==> src/rtl/wir_pkg.sv <==
package wir_pkg;
  localparam int MAX_LINES = 8;

  localparam logic [3:0] TRIG_NONE = 4'd0;
  localparam logic [3:0] TRIG_RISE = 4'd1;
  localparam logic [3:0] TRIG_FALL = 4'd2;
  localparam logic [3:0] TRIG_BOTH = 4'd3;
  localparam logic [3:0] TRIG_HIGH = 4'd4;
  localparam logic [3:0] TRIG_LOW  = 4'd8;

  // Strobes from the register decode to the datapath
  typedef struct packed {
    logic                 clrValid;
    logic [MAX_LINES-1:0] clrMask;
  } ctl_strobe_t;

  function automatic logic isEdgeCode(input logic [3:0] c);
    return (c == TRIG_RISE) || (c == TRIG_FALL) || (c == TRIG_BOTH);
  endfunction

  function automatic logic isLevelCode(input logic [3:0] c);
    return (c == TRIG_HIGH) || (c == TRIG_LOW);
  endfunction
endpackage

==> src/rtl/wir_sync.sv <==
module wir_sync #(
  parameter int WIDTH = 1
) (
  input  logic             clk,
  input  logic             rstN,
  input  logic [WIDTH-1:0] asyncIn,
  output logic [WIDTH-1:0] syncOut
);
  logic [WIDTH-1:0] stage1;

  always_ff @(posedge clk or negedge rstN) begin
    if (!rstN) begin
      stage1  <= '0;
      syncOut <= '0;
    end else begin
      stage1  <= asyncIn;
      syncOut <= stage1;
    end
  end
endmodule

==> src/rtl/wir_ctrl.sv <==
module wir_ctrl
  import wir_pkg::*;
#(
  parameter int NUM_PERIPH  = 3,
  parameter int NUM_SYSWAKE = 4
) (
  input  logic                        clk,
  input  logic                        rstN,
  input  logic                        wrEn,
  input  logic [4:0]                  addr,
  input  logic [7:0]                  wrData,
  output logic [7:0]                  rdData,
  input  logic [NUM_SYSWAKE-1:0]      swStatus,
  output logic [NUM_PERIPH-1:0]       periphEn,
  output logic [NUM_SYSWAKE-1:0]      swEn,
  output logic [NUM_SYSWAKE-1:0][3:0] swCode,
  output ctl_strobe_t                 stb
);
  localparam logic [4:0] STATUS_ADDR = 5'h10;
  localparam logic [3:0] SW_BASE     = 4'd8;

  logic [NUM_PERIPH-1:0][3:0] periphCode;
  logic [3:0] src;
  logic       cfgWr;

  assign src   = addr[3:0];
  assign cfgWr = wrEn && !addr[4];

  assign stb.clrValid = wrEn && (addr == STATUS_ADDR);
  assign stb.clrMask  = wrData;

  for (genvar i = 0; i < NUM_PERIPH; i++) begin : g_periphCfg
    always_ff @(posedge clk or negedge rstN) begin
      if (!rstN) begin
        periphEn[i]   <= 1'b0;
        periphCode[i] <= TRIG_NONE;
      end else if (cfgWr && src == 4'(i)) begin
        periphEn[i]   <= wrData[4];
        periphCode[i] <= TRIG_HIGH;   // only level-high is legal here
      end
    end


    periph_code_chk: assert property (@(posedge clk) disable iff (!rstN)
      (periphCode[i] == TRIG_NONE) || (periphCode[i] == TRIG_HIGH));
  end

  for (genvar j = 0; j < NUM_SYSWAKE; j++) begin : g_swCfg
    always_ff @(posedge clk or negedge rstN) begin
      if (!rstN) begin
        swEn[j]   <= 1'b0;
        swCode[j] <= TRIG_NONE;
      end else if (cfgWr && src == SW_BASE + 4'(j)) begin
        swEn[j]   <= wrData[4];
        swCode[j] <= wrData[3:0];
      end
    end
  end

  always_comb begin
    rdData = '0;
    if (!addr[4]) begin
      for (int i = 0; i < NUM_PERIPH; i++)
        if (src == 4'(i)) rdData = {3'b000, periphEn[i], periphCode[i]};
      for (int j = 0; j < NUM_SYSWAKE; j++)
        if (src == SW_BASE + 4'(j)) rdData = {3'b000, swEn[j], swCode[j]};
    end else if (addr == STATUS_ADDR) begin
      for (int j = 0; j < NUM_SYSWAKE; j++) rdData[j] = swStatus[j];
    end
  end
endmodule

==> src/rtl/wir_datapath.sv <==
module wir_datapath
  import wir_pkg::*;
#(
  parameter int NUM_PERIPH  = 3,
  parameter int NUM_SYSWAKE = 4
) (
  input  logic                        clk,
  input  logic                        rstN,
  input  logic [NUM_PERIPH-1:0]       periphSync,
  input  logic [NUM_SYSWAKE-1:0]      swSync,
  input  logic [NUM_PERIPH-1:0]       periphEn,
  input  logic [NUM_SYSWAKE-1:0]      swEn,
  input  logic [NUM_SYSWAKE-1:0][3:0] swCode,
  input  ctl_strobe_t                 stb,
  input  logic                        sleepMode,
  output logic [NUM_PERIPH-1:0]       periphIrq,
  output logic [NUM_SYSWAKE-1:0]      swStatus,
  output logic                        sysIrq,
  output logic                        wakeReq
);
  logic [NUM_SYSWAKE-1:0] swPrev;
  logic [NUM_SYSWAKE-1:0] riseVec, fallVec, evtVec, clrVec, statusNext;

  assign riseVec = swSync & ~swPrev;
  assign fallVec = ~swSync & swPrev;
  assign clrVec  = stb.clrValid ? stb.clrMask[NUM_SYSWAKE-1:0] : '0;

  always_comb begin
    for (int j = 0; j < NUM_SYSWAKE; j++) begin
      unique case (swCode[j])
        TRIG_RISE: evtVec[j] = riseVec[j];
        TRIG_FALL: evtVec[j] = fallVec[j];
        TRIG_BOTH: evtVec[j] = riseVec[j] | fallVec[j];
        default:   evtVec[j] = 1'b0;
      endcase
      if (swCode[j] == TRIG_HIGH)      statusNext[j] = swSync[j];
      else if (swCode[j] == TRIG_LOW)  statusNext[j] = ~swSync[j];
      else if (isEdgeCode(swCode[j]))  statusNext[j] = evtVec[j] | (swStatus[j] & ~clrVec[j]);
      else                             statusNext[j] = 1'b0;
    end
  end

  always_ff @(posedge clk or negedge rstN) begin
    if (!rstN) begin
      swPrev   <= '0;
      swStatus <= '0;
    end else begin
      swPrev   <= swSync;
      swStatus <= statusNext;
    end
  end

  assign periphIrq = periphSync & periphEn;
  assign sysIrq    = |(swStatus & swEn);
  assign wakeReq   = sleepMode && ((|periphIrq) || sysIrq);


  wake_sleep_chk: assert property (@(posedge clk) disable iff (!rstN)
    wakeReq |-> sleepMode);

  for (genvar j = 0; j < NUM_SYSWAKE; j++) begin : g_swChk

    sticky_hold_chk: assert property (@(posedge clk) disable iff (!rstN)
      (isEdgeCode(swCode[j]) && swStatus[j] && !clrVec[j])
        |=> (swStatus[j] || !isEdgeCode(swCode[j])));


    code_quiet_chk: assert property (@(posedge clk) disable iff (!rstN)
      swStatus[j] |-> (isEdgeCode($past(swCode[j])) || isLevelCode($past(swCode[j]))));


    clear_rise_chk: assert property (@(posedge clk) disable iff (!rstN)
      (swCode[j] == TRIG_RISE && clrVec[j] && !riseVec[j]) |=> !swStatus[j]);


    disabled_quiet_chk: assert property (@(posedge clk) disable iff (!rstN)
      (swEn == '0) |-> !sysIrq);
  end
endmodule

==> src/rtl/wake_irq_router.sv <==
module wake_irq_router
  import wir_pkg::*;
#(
  parameter int NUM_PERIPH  = 3,
  parameter int NUM_SYSWAKE = 4
) (
  input  logic                   clk,
  input  logic                   rstN,
  input  logic [NUM_PERIPH-1:0]  periphIn,
  input  logic [NUM_SYSWAKE-1:0] swIn,
  input  logic                   sleepMode,
  input  logic                   wrEn,
  input  logic [4:0]             addr,
  input  logic [7:0]             wrData,
  output logic [7:0]             rdData,
  output logic [NUM_PERIPH-1:0]  periphIrq,
  output logic                   sysIrq,
  output logic                   wakeReq
);
  logic [NUM_PERIPH-1:0]       periphSync, periphEn;
  logic [NUM_SYSWAKE-1:0]      swSync, swEn, swStatus;
  logic [NUM_SYSWAKE-1:0][3:0] swCode;
  ctl_strobe_t                 stb;

  initial begin
    assert (NUM_PERIPH >= 1 && NUM_PERIPH <= MAX_LINES);
    assert (NUM_SYSWAKE >= 1 && NUM_SYSWAKE <= MAX_LINES);
  end

  wir_sync #(.WIDTH(NUM_PERIPH)) uPeriphSync (
    .clk(clk), .rstN(rstN), .asyncIn(periphIn), .syncOut(periphSync));

  wir_sync #(.WIDTH(NUM_SYSWAKE)) uSwSync (
    .clk(clk), .rstN(rstN), .asyncIn(swIn), .syncOut(swSync));

  wir_ctrl #(.NUM_PERIPH(NUM_PERIPH), .NUM_SYSWAKE(NUM_SYSWAKE)) uCtrl (
    .clk(clk), .rstN(rstN), .wrEn(wrEn), .addr(addr), .wrData(wrData),
    .rdData(rdData), .swStatus(swStatus), .periphEn(periphEn),
    .swEn(swEn), .swCode(swCode), .stb(stb));

  wir_datapath #(.NUM_PERIPH(NUM_PERIPH), .NUM_SYSWAKE(NUM_SYSWAKE)) uDatapath (
    .clk(clk), .rstN(rstN), .periphSync(periphSync), .swSync(swSync),
    .periphEn(periphEn), .swEn(swEn), .swCode(swCode), .stb(stb),
    .sleepMode(sleepMode), .periphIrq(periphIrq), .swStatus(swStatus),
    .sysIrq(sysIrq), .wakeReq(wakeReq));
endmodule

==> config.mk <==
export PLATFORM = sky130hd
export DESIGN_NAME = wake_irq_router
export DESIGN_NICKNAME = d
export VERILOG_FILES = /design/src/rtl/wir_pkg.sv /design/src/rtl/wir_sync.sv /design/src/rtl/wir_ctrl.sv /design/src/rtl/wir_datapath.sv /design/src/rtl/wake_irq_router.sv
export SDC_FILE = /design/constraint.sdc
export NUM_CORES = 1
export LEC_CHECK = 0
export BUFFER_PORTS_ARGS = -buffer_cell sky130_fd_sc_hd__buf_4
export CELL_PAD_IN_SITES_DETAIL_PLACEMENT = 0
export CELL_PAD_IN_SITES_GLOBAL_PLACEMENT = 1
export CORE_MARGIN = 5
export CORE_UTILIZATION = 25
export CTS_CLUSTER_DIAMETER = 40
export DETAILED_ROUTE_END_ITERATION = 7
export PLACE_DENSITY_LB_ADDON = 0.1
export REMOVE_ABC_BUFFERS = 1
export SLEW_MARGIN = 10
export SYNTH_ARGS = -nofsm -noshare
export SYNTH_HDL_FRONTEND = slang
export SYNTH_SLANG_ARGS = --single-unit
export TNS_END_PERCENT = 30
==> constraint.sdc <==
create_clock -name clk -period 4.86 [get_ports clk]
set_input_delay 1.458 -clock clk [delete_from_list [all_inputs] [get_ports clk]]
set_output_delay 1.458 -clock clk [all_outputs]
set_load 0.02 [all_outputs]
* Word level (Yosys, flattened, before mapping)
Cells that the tools add are included.
** Cells by class
- Add/subtract/negate cells :: 0
- Multiply operators :: 0
- Divide/modulo/power cells :: 0
- $lt $le $gt $ge :: 0
- Equal/unequal tests :: 27
- Shifts and indexed selects :: 0
- Muxes and demuxes :: 27
- Bitwise logic cells :: 26
- Reductions and logical operators :: 23
** Operators by type and width (number)
- $eq A4 B2 Y1 const B :: 9
- $mux W5 :: 7
- $eq A4 B4 Y1 const B :: 8
- $eq A4 B1 Y1 const B :: 5
- $eq A4 B3 Y1 const B :: 4
- $mux W1 :: 13
- $and A4 B4 Y4 :: 3
- $mux W4 :: 3
- $pmux W1 S3 :: 4
- $logic_and A1 B1 Y1 :: 10
- $logic_or A1 B1 Y1 :: 9
- $not A1 Y1 :: 8
- $not A4 Y4 :: 2
- $or A1 B1 Y1 :: 8
- $eq A5 B5 Y1 const B :: 1
- $and A1 B1 Y1 :: 4
- $logic_not A4 Y1 :: 1
- $reduce_or A4 Y1 :: 1
- $and A3 B3 Y3 :: 1
- $reduce_or A3 Y1 :: 1
- $logic_not A1 Y1 :: 1
** Storage, ports and cells
- Register bits :: 48
- Latch bits :: 0
- RAM bits :: 0
- Memory bits (read-only) :: 0
- Output and inout port bits :: 13
- Logic and storage cells :: 123
- Memories kept :: 0

* Depth between registers and ports, before layout
Gate-level depths: netlist (run 1).
- Depth after elaboration :: 9
- Gate-level depth with buffers :: 6
- Mapped depth without buffers :: 6

* Modules after synthesis
Synthesis (run 1) repeated with hierarchy kept, for this count alone.
** Unflattened totals
- Cells, all modules :: 220
- Area total of the unflattened synthesis :: 2468.6 um^2
** Modules (own cells, without submodules)
- wir_ctrl :: instances 1, cells each 127, area an instance 1463.9 um^2
- wir_datapath :: instances 1, cells each 79, area an instance 654.4 um^2
- wir_sync (uSwSync) :: instances 1, cells each 8, area an instance 200.2 um^2
- wir_sync (uPeriphSync) :: instances 1, cells each 6, area an instance 150.1 um^2

* Least setup slack after synthesis (run 1)
No wires, ideal clock.
- Path type :: input-to-output
- From :: input addr[0]
- To :: output rdData[4]
- Data arrival time :: 2.436 ns
- Required time :: 3.402 ns
- Slack :: 0.966 ns
- Cell stages on the path :: 4
- Cells stage by stage :: and2b_1 -> a32oi_1 -> a221o_1 -> a21oi_1
** Between the ends
- Longest elaborated chain between the ends :: 9
- Elaborated cells on any way between the ends :: 15
** RTL lines
- start: declaration :: line wake_irq_router.sv:13 : input logic [4:0] addr,
- $logic_not A4 Y1 :: line wir_ctrl.sv:64 : if (src == 4'(i)) rdData = {3'b000, periphEn[i], periphCode[i]};
- $mux W5 (3 in series) :: line wir_ctrl.sv:64
- $mux W5 (3 in series) :: line wir_ctrl.sv:66 : if (src == SW_BASE + 4'(j)) rdData = {3'b000, swEn[j], swCode[j]};
- $mux W5 (*) :: line wir_ctrl.sv:66
- $mux W1 (*) :: line wir_ctrl.sv:62 : if (!addr[4]) begin
- end: declaration :: line wake_irq_router.sv:15 : output logic [7:0] rdData,
Every way passes the cells marked *; elsewhere a longest branch is shown, timed or not.

* Worst setup path after layout (run 1)
Ends and elaborated chain as after synthesis.

==> flow_metrics.py, run 1 <==
metrics = {
    "final_layout": {
        "layout-drive-gt1-share_pct": 28.9,
        "diodes": 0,
        "fin_nets": 267,
        "seq_area_um2": 1200,
        "fillers": 990,
        "multi_input_comb_area_um2": 1100,
        "syn_to_final_growth_pct": 17.1,
    },
    "routing": {
        "ant_nets": 0,
        "drc": 0,
        "drt_iter0_drc": 50,
        "wl_mm": 5.59,
        "via_count": 1584,
        "vias_per_cell": 4.35,
        "routedWlPerCell_um": 15.4,
        "drt-pass1-iter-count": 4,
    },
    "critical_path": {
        "arrival_ns": 2.69,
        "rr_endpoint": "uDatapath.swStatus[2]$_DFF_PN0_",
        "worst-setup-path-type": "input port to output pin",
        "start_kind": "input port",
        "reg2reg_depth": 5,
        "endpoint_kind": "output pin",
        "crit_fanout": 14,
        "crit_required_ns": 3.40,
        "r2r-start": "uSwSync.syncOut[2]$_DFF_PN0_",
        "reg2reg_setup_slack_ns": 3.40,
    },
    "timing": {
        "finClkSkew_ns": 0.00827,
        "fin_tns_setup_ns": 0,
        "post-route-period-util_pct": 85.4,
        "final_max_slew_viol_count": 0,
        "final.min_clock_period_ns": 4.15,
        "finalHoldViolCount": 0,
        "setup_violations": 0,
        "slew_headroom_pct": 57.3,
        "worst_pin_slew_ns": 0.640,
        "setup_ws_ns": 0.707,
        "rsz0062_at_grt": "no",
        "fmax_mhz": 241,
    },
    "synthesis": {
        "yosysTopAreaCellShare_pct": 50.1,
        "synth_most_common_cell": "dfrtp_1",
        "syn_avg_cell_area_um2": 11.8,
        "synth.area.top_cells": "dfrtp_1, mux2_2, ha_1, mux2_4, mux4_2",
        "synthArstFlopShare_pct": 100,
        "synth_cell_types": 45,
        "yosys_warnings": 0,
        "synth.yosys.seq_area_share_pct": 50.1,
        "ys_ff_latch": 48,
        "synthFlopType": "dfrtp_1",
        "synth_area_um2": 2400,
        "netlist_top_cells_count": "dfrtp_1, mux2_2, nand2_1, nor2_1, inv_1",
        "syn_inst": 204,
        "yosysTopAreaCell": "dfrtp_1",
        "synth_edf_count": 0,
    },
    "min_path": {
        "min_from": "uSwSync.stage1[1]$_DFF_PN0_",
        "worstHoldPathType": "flip-flop to flip-flop",
        "hold_depth": 0,
        "min_to": "uSwSync.syncOut[1]$_DFF_PN0_",
    },
    "grt": {
        "first_global_vias": 1518,
        "grt_overflow": 0,
        "grt_max_degree": 49,
        "grt_pass1_wl_mm": 8.98,
        "antenna_found_initial": 0,
        "grt_usage_pct": 10.1,
    },
    "clock_tree": {
        "cts_root_buf": "clkbuf_8",
        "clkLatencyLatePin_ns": 0.30,
        "numClockSinks": 48,
        "cts_made_buffers": 5,
        "cts_tree": "yes",
        "clk_pin_slew_ns": 0.09,
        "htree_levels": 2,
        "holdBufCountCts": 0,
        "post_cts_buffers": 0,
        "cts_resized": 0,
        "cts_buffer_depth": 2,
    },
    "floorplan": {
        "fp.dieH_um": 108,
        "ios": 37,
        "start_util_pct": 25.8,
        "core_area_um2": 9280,
        "dieWidth_um": 108,
        "die_area_um2": 11700,
        "fp-row-count": 35,
    },
    "power_and_ir_drop": {
        "power.leakage_uw": 0.00127,
        "ir_drop_mv": 0.129,
        "powerDensity_nw_per_um2": 348,
    },
    "job": {
        "cap_violations": 0,
    },
    "placement": {
        "io_buffers": 30,
        "hpwlAfterDp_mm": 4.10,
        "place.gp.congestion": 0.706,
        "preCtsSetupSlack_ns": 0.703,
    },
    "status": {
        "status": "complete, no violations",
    },
}
==> critical path, stage by stage <==
cell	delay (ns)
buf_4	0.18
and2b_1	0.32
a32oi_1	0.11
a221o_1	0.31
a21oi_1	0.16
buf_4	0.16
==> worst max-delay path by stage <==
| stage | slack, ns | depth (start not counted) | to | start |
|---|---|---|---|---|
| 6_report | 0.71 | 6 | rdData[4] | addr[0] |
| 5_1_grt | 0.59 | 6 | rdData[4] | addr[0] |
| 4_1_cts | 0.70 | 6 | rdData[4] | addr[0] |
| 3_5_place_dp | 0.70 | 6 | rdData[4] | addr[0] |
| 3_3_place_gp | 0.71 | 6 | rdData[4] | addr[0] |
| 2_1_floorplan | 0.97 | 4 | rdData[4] | addr[0] |
==> where the power goes <==
group | switching [µW] | internal (µW)
Sequential | 74.4 | 460
Combinational | 92.1 | 117
Clock | 134 | 98.3
==> sequential cells by signal, indices dropped and copies added, names as in the netlist <==
name                 count
uDatapath.swStatus       4
uDatapath.swPrev         4
uCtrl.periphCode         3
uPeriphSync.syncOut      3
uCtrl.swCode            16
uPeriphSync.stage1       3
uSwSync.stage1           4
uCtrl.periphEn           3
uSwSync.syncOut          4
uCtrl.swEn               4
==> logic make-up (layout without fill, tap and decap cells) <==
family / count (synthesis) / in the layout / share of synthesized area (%)
flops: 48 / 48 / 50.1
compound gates: 35 / 35 / 10.2
buf+inv: 20 / 49 / 4.49
other cells: 1 / 3 / 0.156
fa+ha+maj: 8 / 8 / 4.17
simple gates: 62 / 62 / 14.9
mux: 30 / 30 / 16.1
==> layout make-up <==
type | count | area share (%)
clock buffers | 6 | 2.58
well taps | 129 | 5.75
inverters | 12 | 1.60
clock inverters | 1 | 0.178
flip-flops and latches | 48 | 42.8
multi-input cells | 138 | 39.1
repair buffers | 30 | 8.02
==> routing by layer <==
metal / global-route usage (%) / share of wire [%] / up-vias
li1: - / - / 782
met1: 15.1 / 52 / 772
met2: 14.3 / 43 / 25
met3: 2.15 / 3.3 / 5
met4: 3.25 / 1.3 / 0
met5: 0 / 0 / -
==> metrics by stage <==
stage	total power [µW]	hold WS, ns	instance area (µm²)	utilization [%]	cells
2_1_floorplan	659	0.331	2340	-	198
3_3_place_gp	758	0.332	2730	29.4	357
3_5_place_dp	757	0.335	2730	29.4	357
4_1_cts	993	0.356	2810	30.2	364
5_1_grt	1040	0.361	2810	30.2	364
6_report	976	0.353	2810	30.2	364
==> cells in the final DEF (no fill, tap or decap), drive strengths merged, types with 6 or more instances in the layout <==
master,count
mux2,23
inv,12
nand2,15
nor2,15
o21ai,6
nor2b,6
ha,8
clkbuf,6
a21oi,8
buf,30
dfrtp,48
(Power assumes the default switching activity.)
==> run 2: changes to the inputs <==
--- a/constraint.sdc
+++ b/constraint.sdc
@@ -3,2 +3,2 @@
 set_output_delay 1.458 -clock clk [all_outputs]
-set_load 0.02 [all_outputs]
+set_load 0.01 [all_outputs]
==> run 2 against run 1 <==
  * Cell area is 1.1% higher
  * Non-clock buffer count stayed put
  * Critical endpoint unchanged
  * Maximum frequency is 0.79% higher
  * Die area stayed put
  * First-iteration DRC count is 32% lower
  * Register-to-register slack hardly changed
  * Critical path type unchanged
  * Clock power is 25% higher
  * Combinational power is 3% lower
  * Highest routed layer unchanged
  * Worst setup slack better by 0.033 ns
  * Count of clock-buffer cells in the layout stayed put
==> flow_metrics.py, run 2 (synthesized netlist as in run 1, its figures left out) <==
metrics = {
    "critical_path": {
        "worst-setup-path-type": "input port to output pin",
        "path_buf_inv": 2,
        "endpoint_kind": "output pin",
        "max_stage_delay_ns": 0.31,
        "path_cells": "buf_4, and2b_1, a32oi_1, a221o_1, a21oi_1, buf_4",
        "crit_fanout": 14,
        "cpMostUsedCell": "buf_4",
        "cp_slowest_cell": "and2b_1",
        "crit_required_ns": 3.40,
        "crit_family": "compound AO/OA/AOI/OAI gates",
        "arrival_ns": 2.66,
        "start_kind": "input port",
    },
    "final_layout": {
        "syn_to_final_growth_pct": 18.3,
        "layout_common_cells": "dfrtp_1, buf_4, mux2_2, nand2_1, nor2_1",
        "largest-register": "uCtrl.swCode",
        "diodes": 0,
        "largest_reg_flops": 16,
        "fin_nets": 267,
        "final_common_cell": "dfrtp_1",
        "final_area_um2": 2840,
        "layout-drive-gt1-share_pct": 29.2,
    },
    "grt": {
        "grt_max_degree": 49,
        "grt_usage_pct": 10.3,
        "first_global_vias": 1623,
        "grt_pass1_wl_mm": 9.20,
        "grt_overflow": 0,
        "antenna_found_initial": 0,
    },
    "clock_tree": {
        "clk_pin_slew_ns": 0.09,
        "cts_root_buf": "clkbuf_8",
        "cts_buffer_depth": 2,
        "htree_levels": 2,
        "cts_resized": 0,
        "cts_tree": "yes",
        "numClockSinks": 48,
        "post_cts_buffers": 0,
        "holdBufCountCts": 0,
        "cts_made_buffers": 5,
        "clkLatencyLatePin_ns": 0.30,
    },
    "floorplan": {
        "fp.dieH_um": 108,
        "die_area_um2": 11700,
        "start_util_pct": 25.8,
        "fp-row-count": 35,
        "ios": 37,
        "dieWidth_um": 108,
        "core_area_um2": 9280,
    },
    "timing": {
        "final_max_slew_viol_count": 0,
        "setup_violations": 0,
        "finClkSkew_ns": 0.00492,
        "slew_headroom_pct": 57.4,
        "finalHoldViolCount": 0,
        "final.min_clock_period_ns": 4.12,
        "fmax_mhz": 243,
        "rsz0062_at_grt": "no",
        "post-route-period-util_pct": 84.8,
        "fin_tns_setup_ns": 0,
        "hold_ws_ns": 0.354,
        "worst_pin_slew_ns": 0.639,
    },
    "power_and_ir_drop": {
        "ir_drop_mv": 0.118,
        "powerDensity_nw_per_um2": 362,
        "power.leakage_uw": 0.00128,
    },
    "routing": {
        "via_count": 1577,
        "drt_iter0_drc": 34,
        "ant_nets": 0,
        "drt-pass1-iter-count": 4,
        "routedWlPerCell_um": 15.4,
        "vias_per_cell": 4.32,
        "wl_mm": 5.64,
        "drc": 0,
    },
    "placement": {
        "hpwlAfterDp_mm": 4.15,
        "place.gp.congestion": 0.710,
        "io_buffers": 30,
        "postPlaceCellArea_um2": 2730,
    },
    "min_path": {
        "worstHoldPathType": "flip-flop to flip-flop",
    },
    "status": {
        "status": "complete, no violations",
    },
    "job": {
        "cap_violations": 0,
    },
}
==> run 2: area by class of cell <==
class                      instances  area (µm²)
sequential                        48        1200
fill                             991        6450
clock inverter                     2        35.0
inverter                          12        45.0
multi-input combinational        138        1100
clock buffer                       6        72.6
timing repair buffer              30         225
tap                              129         161
==> run 2: power by group <==
group	switching [µW]	internal (µW)	total [µW]
sequential	73.6	460	534
combinational	84.7	117	202
clock	139	153	292
total	297	730	1030
==> run 2: metrics by stage <==
stage	setup WS (ns)	utilization, %	power, µW	instances
after global placement	0.737	29.4	749	357
after CTS	0.730	30.6	1050	365
final	0.740	30.6	1030	365
after global routing	0.610	30.6	1090	365
after floorplan	1.11	-	650	198
after detailed placement	0.729	29.4	749	357
==> run 2: final timing paths <==
| kind | startpoint | to | slack, ns | cells past startpoint |
|---|---|---|---|---|
| min in group asynchronous | rstN | uDatapath.swPrev[0]$_DFF_PN0_ | 1.17 | 1 |
| max in group asynchronous | rstN | uCtrl.periphEn[1]$_DFFE_PN0P_ | 3.26 | 1 |
| worst max-delay path | addr[0] | rdData[4] | 0.74 | 6 |
| worst max register to register | uSwSync.syncOut[2]$_DFF_PN0_ | uDatapath.swStatus[2]$_DFF_PN0_ | 3.39 | 5 |
| worst min-delay path | uSwSync.stage1[0]$_DFF_PN0_ | uSwSync.syncOut[0]$_DFF_PN0_ | 0.35 | 0 |
| worst min register to register | uSwSync.stage1[0]$_DFF_PN0_ | uSwSync.syncOut[0]$_DFF_PN0_ | 0.35 | 0 |
==> run 2: routing by layer <==
| metal | share of wire, % | vias to the layer above | routed length [µm] | GRT usage [%] |
|---|---|---|---|---|
| met5 | 0 | - | 0 | 0 |
| met4 | 0.99 | 0 | 56 | 2.98 |
| met3 | 3.3 | 4 | 184 | 2.33 |
| met2 | 43 | 24 | 2440 | 15.2 |
| met1 | 52 | 761 | 2950 | 14.9 |
| li1 | - | 788 | - | - |
==> run 3: changes to the inputs <==
clock period = 3.61 ns   (was 4.86 ns; I/O delays follow)
==> run 3 against run 2 <==
  * Worst setup slack got worse by 0.49 ns
  * Sequential share of layout area decreased by 0.75 points
  * Clock power increased by 84%
  * Hold slack hardly changed
==> flow_metrics.py, run 3 (synthesized netlist as in run 1, its figures left out) <==
metrics = {
    "final_layout": {
        "final_common_cell": "dfrtp_1",
        "syn_to_final_growth_pct": 20.4,
        "diodes": 0,
        "fillers": 980,
        "fin_nets": 267,
        "largest_reg_flops": 16,
        "layout_common_cells": "dfrtp_1, buf_4, mux2_2, nand2_1, nor2_1",
        "largest-register": "uCtrl.swCode",
        "layout-drive-gt1-share_pct": 29.7,
        "final_util_pct": 31.1,
    },
    "grt": {
        "first_global_vias": 1588,
        "grt_max_degree": 49,
        "antenna_found_initial": 0,
        "grt_overflow": 0,
        "grt_pass1_wl_mm": 8.96,
        "grt_usage_pct": 10.1,
    },
    "power_and_ir_drop": {
        "p_int_uw": 1120,
        "sw_frac_of_total_pct": 26.3,
        "power.leakage_uw": 0.00130,
        "p_seq_share_pct": 47.2,
        "pwr-share-comb_pct": 17.6,
        "ir_drop_mv": 0.250,
        "clkPwrFrac_pct": 35.2,
        "p_sw_uw": 401,
        "powerDensity_nw_per_um2": 528,
    },
    "critical_path": {
        "crit_required_ns": 2.53,
        "rr_endpoint": "uDatapath.swStatus[0]$_DFF_PN0_",
        "reg2reg_setup_slack_ns": 2.17,
        "reg2reg_depth": 5,
        "worst-setup-path-type": "input port to output pin",
        "r2r-start": "uSwSync.syncOut[0]$_DFF_PN0_",
        "start_kind": "input port",
        "endpoint_kind": "output pin",
        "arrival_ns": 2.28,
        "crit_fanout": 14,
    },
    "min_path": {
        "min_to": "uSwSync.syncOut[1]$_DFF_PN0_",
        "worstHoldPathType": "flip-flop to flip-flop",
        "hold_depth": 0,
        "min_from": "uSwSync.stage1[1]$_DFF_PN0_",
    },
    "routing": {
        "drt-pass1-iter-count": 4,
        "wl_mm": 5.56,
        "drc": 0,
        "vias_per_cell": 4.38,
        "via_count": 1598,
        "drt_iter0_drc": 35,
        "ant_nets": 0,
        "routedWlPerCell_um": 15.2,
    },
    "timing": {
        "fmax_mhz": 298,
        "final.min_clock_period_ns": 3.36,
        "rsz0062_at_grt": "no",
        "slew_headroom_pct": 58.0,
        "setup_violations": 0,
        "fin_tns_setup_ns": 0,
        "post-route-period-util_pct": 93.1,
        "final_max_slew_viol_count": 0,
        "finClkSkew_ns": 0.00701,
        "finalHoldViolCount": 0,
        "worst_pin_slew_ns": 0.630,
    },
    "clock_tree": {
        "holdBufCountCts": 0,
        "htree_levels": 2,
        "cts_buffer_depth": 2,
        "post_cts_buffers": 0,
        "cts_made_buffers": 5,
        "cts_root_buf": "clkbuf_8",
        "cts_resized": 0,
        "numClockSinks": 48,
        "cts_tree": "yes",
        "clkLatencyLatePin_ns": 0.30,
        "clk_pin_slew_ns": 0.09,
    },
    "placement": {
        "place.gp.congestion": 0.703,
        "hpwlAfterDp_mm": 4.10,
        "io_buffers": 30,
    },
    "floorplan": {
        "fp.dieH_um": 108,
        "core_area_um2": 9280,
        "die_area_um2": 11700,
        "dieWidth_um": 108,
        "start_util_pct": 25.8,
        "fp-row-count": 35,
        "ios": 37,
    },
    "job": {
        "cap_violations": 0,
    },
    "status": {
        "status": "complete, no violations",
    },
}
[run 3: changes by cell type in the layout (fill, tap and decap cells not counted), sizes merged]
cell | before | now
clkinv | 1 | 0
bufinv | 1 | 3
clkbuf | 6 | 5
[run 3: critical path, cell delays in order]
cell     delay [ns]
buf_4          0.18
and2b_1        0.30
a32oi_1        0.10
a221o_1        0.31
a21oi_1        0.15
buf_4          0.14
[run 3: through the flow]
stage / setup WS [ns] / instances / cell area [µm²] / power (µW) / hold WS [ns]
after detailed placement: 0.222 / 357 / 2730 / 1010 / 0.335
after global placement: 0.239 / 357 / 2730 / 1010 / 0.332
after floorplan: 0.608 / 198 / 2340 / 875 / 0.331
after global routing: 0.125 / 365 / 2890 / 1610 / 0.362
final: 0.251 / 365 / 2890 / 1520 / 0.354
after CTS: 0.220 / 365 / 2890 / 1550 / 0.357
[run 3: power by group through the flow]
stage / logic [µW] / registers (µW) / clock network [µW]
floorplan: 187 / 688 / 0
global placement: 274 / 733 / 0
detailed placement: 275 / 732 / 0
CTS: 275 / 721 / 552
global route: 303 / 736 / 576
finish: 269 / 719 / 536
[run 3: final cells by class]
type	instances	area, µm²	area share (%)
clock buffer	5	68.8	2.38
multi-input combinational	138	1100	38.0
sequential	48	1200	41.6
tap	129	161	5.59
timing repair buffer	30	225	7.80
clock inverter	3	90.1	3.12
inverter	12	45.0	1.56
[run 3: how the worst max path moves through the flow]
stage	start	end	slack (ns)	depth (start not counted)
final	addr[0]	rdData[4]	0.25	6
after global routing	addr[0]	rdData[4]	0.12	6
after CTS	addr[0]	rdData[4]	0.22	6
after detailed placement	addr[0]	rdData[4]	0.22	6
after global placement	addr[0]	rdData[4]	0.24	6
after floorplan	addr[0]	rdData[4]	0.61	4
[run 3: per-layer routing]
metal / share of wire [%] / GRT usage [%] / vias to the layer above / routed length, µm
met1: 52 / 15.1 / 767 / 2910
met3: 3.3 / 2.09 / 9 / 186
met4: 1.7 / 3.61 / 0 / 93
met5: 0 / 0 / - / 0
li1: - / - / 792 / -
met2: 43 / 14.3 / 30 / 2370
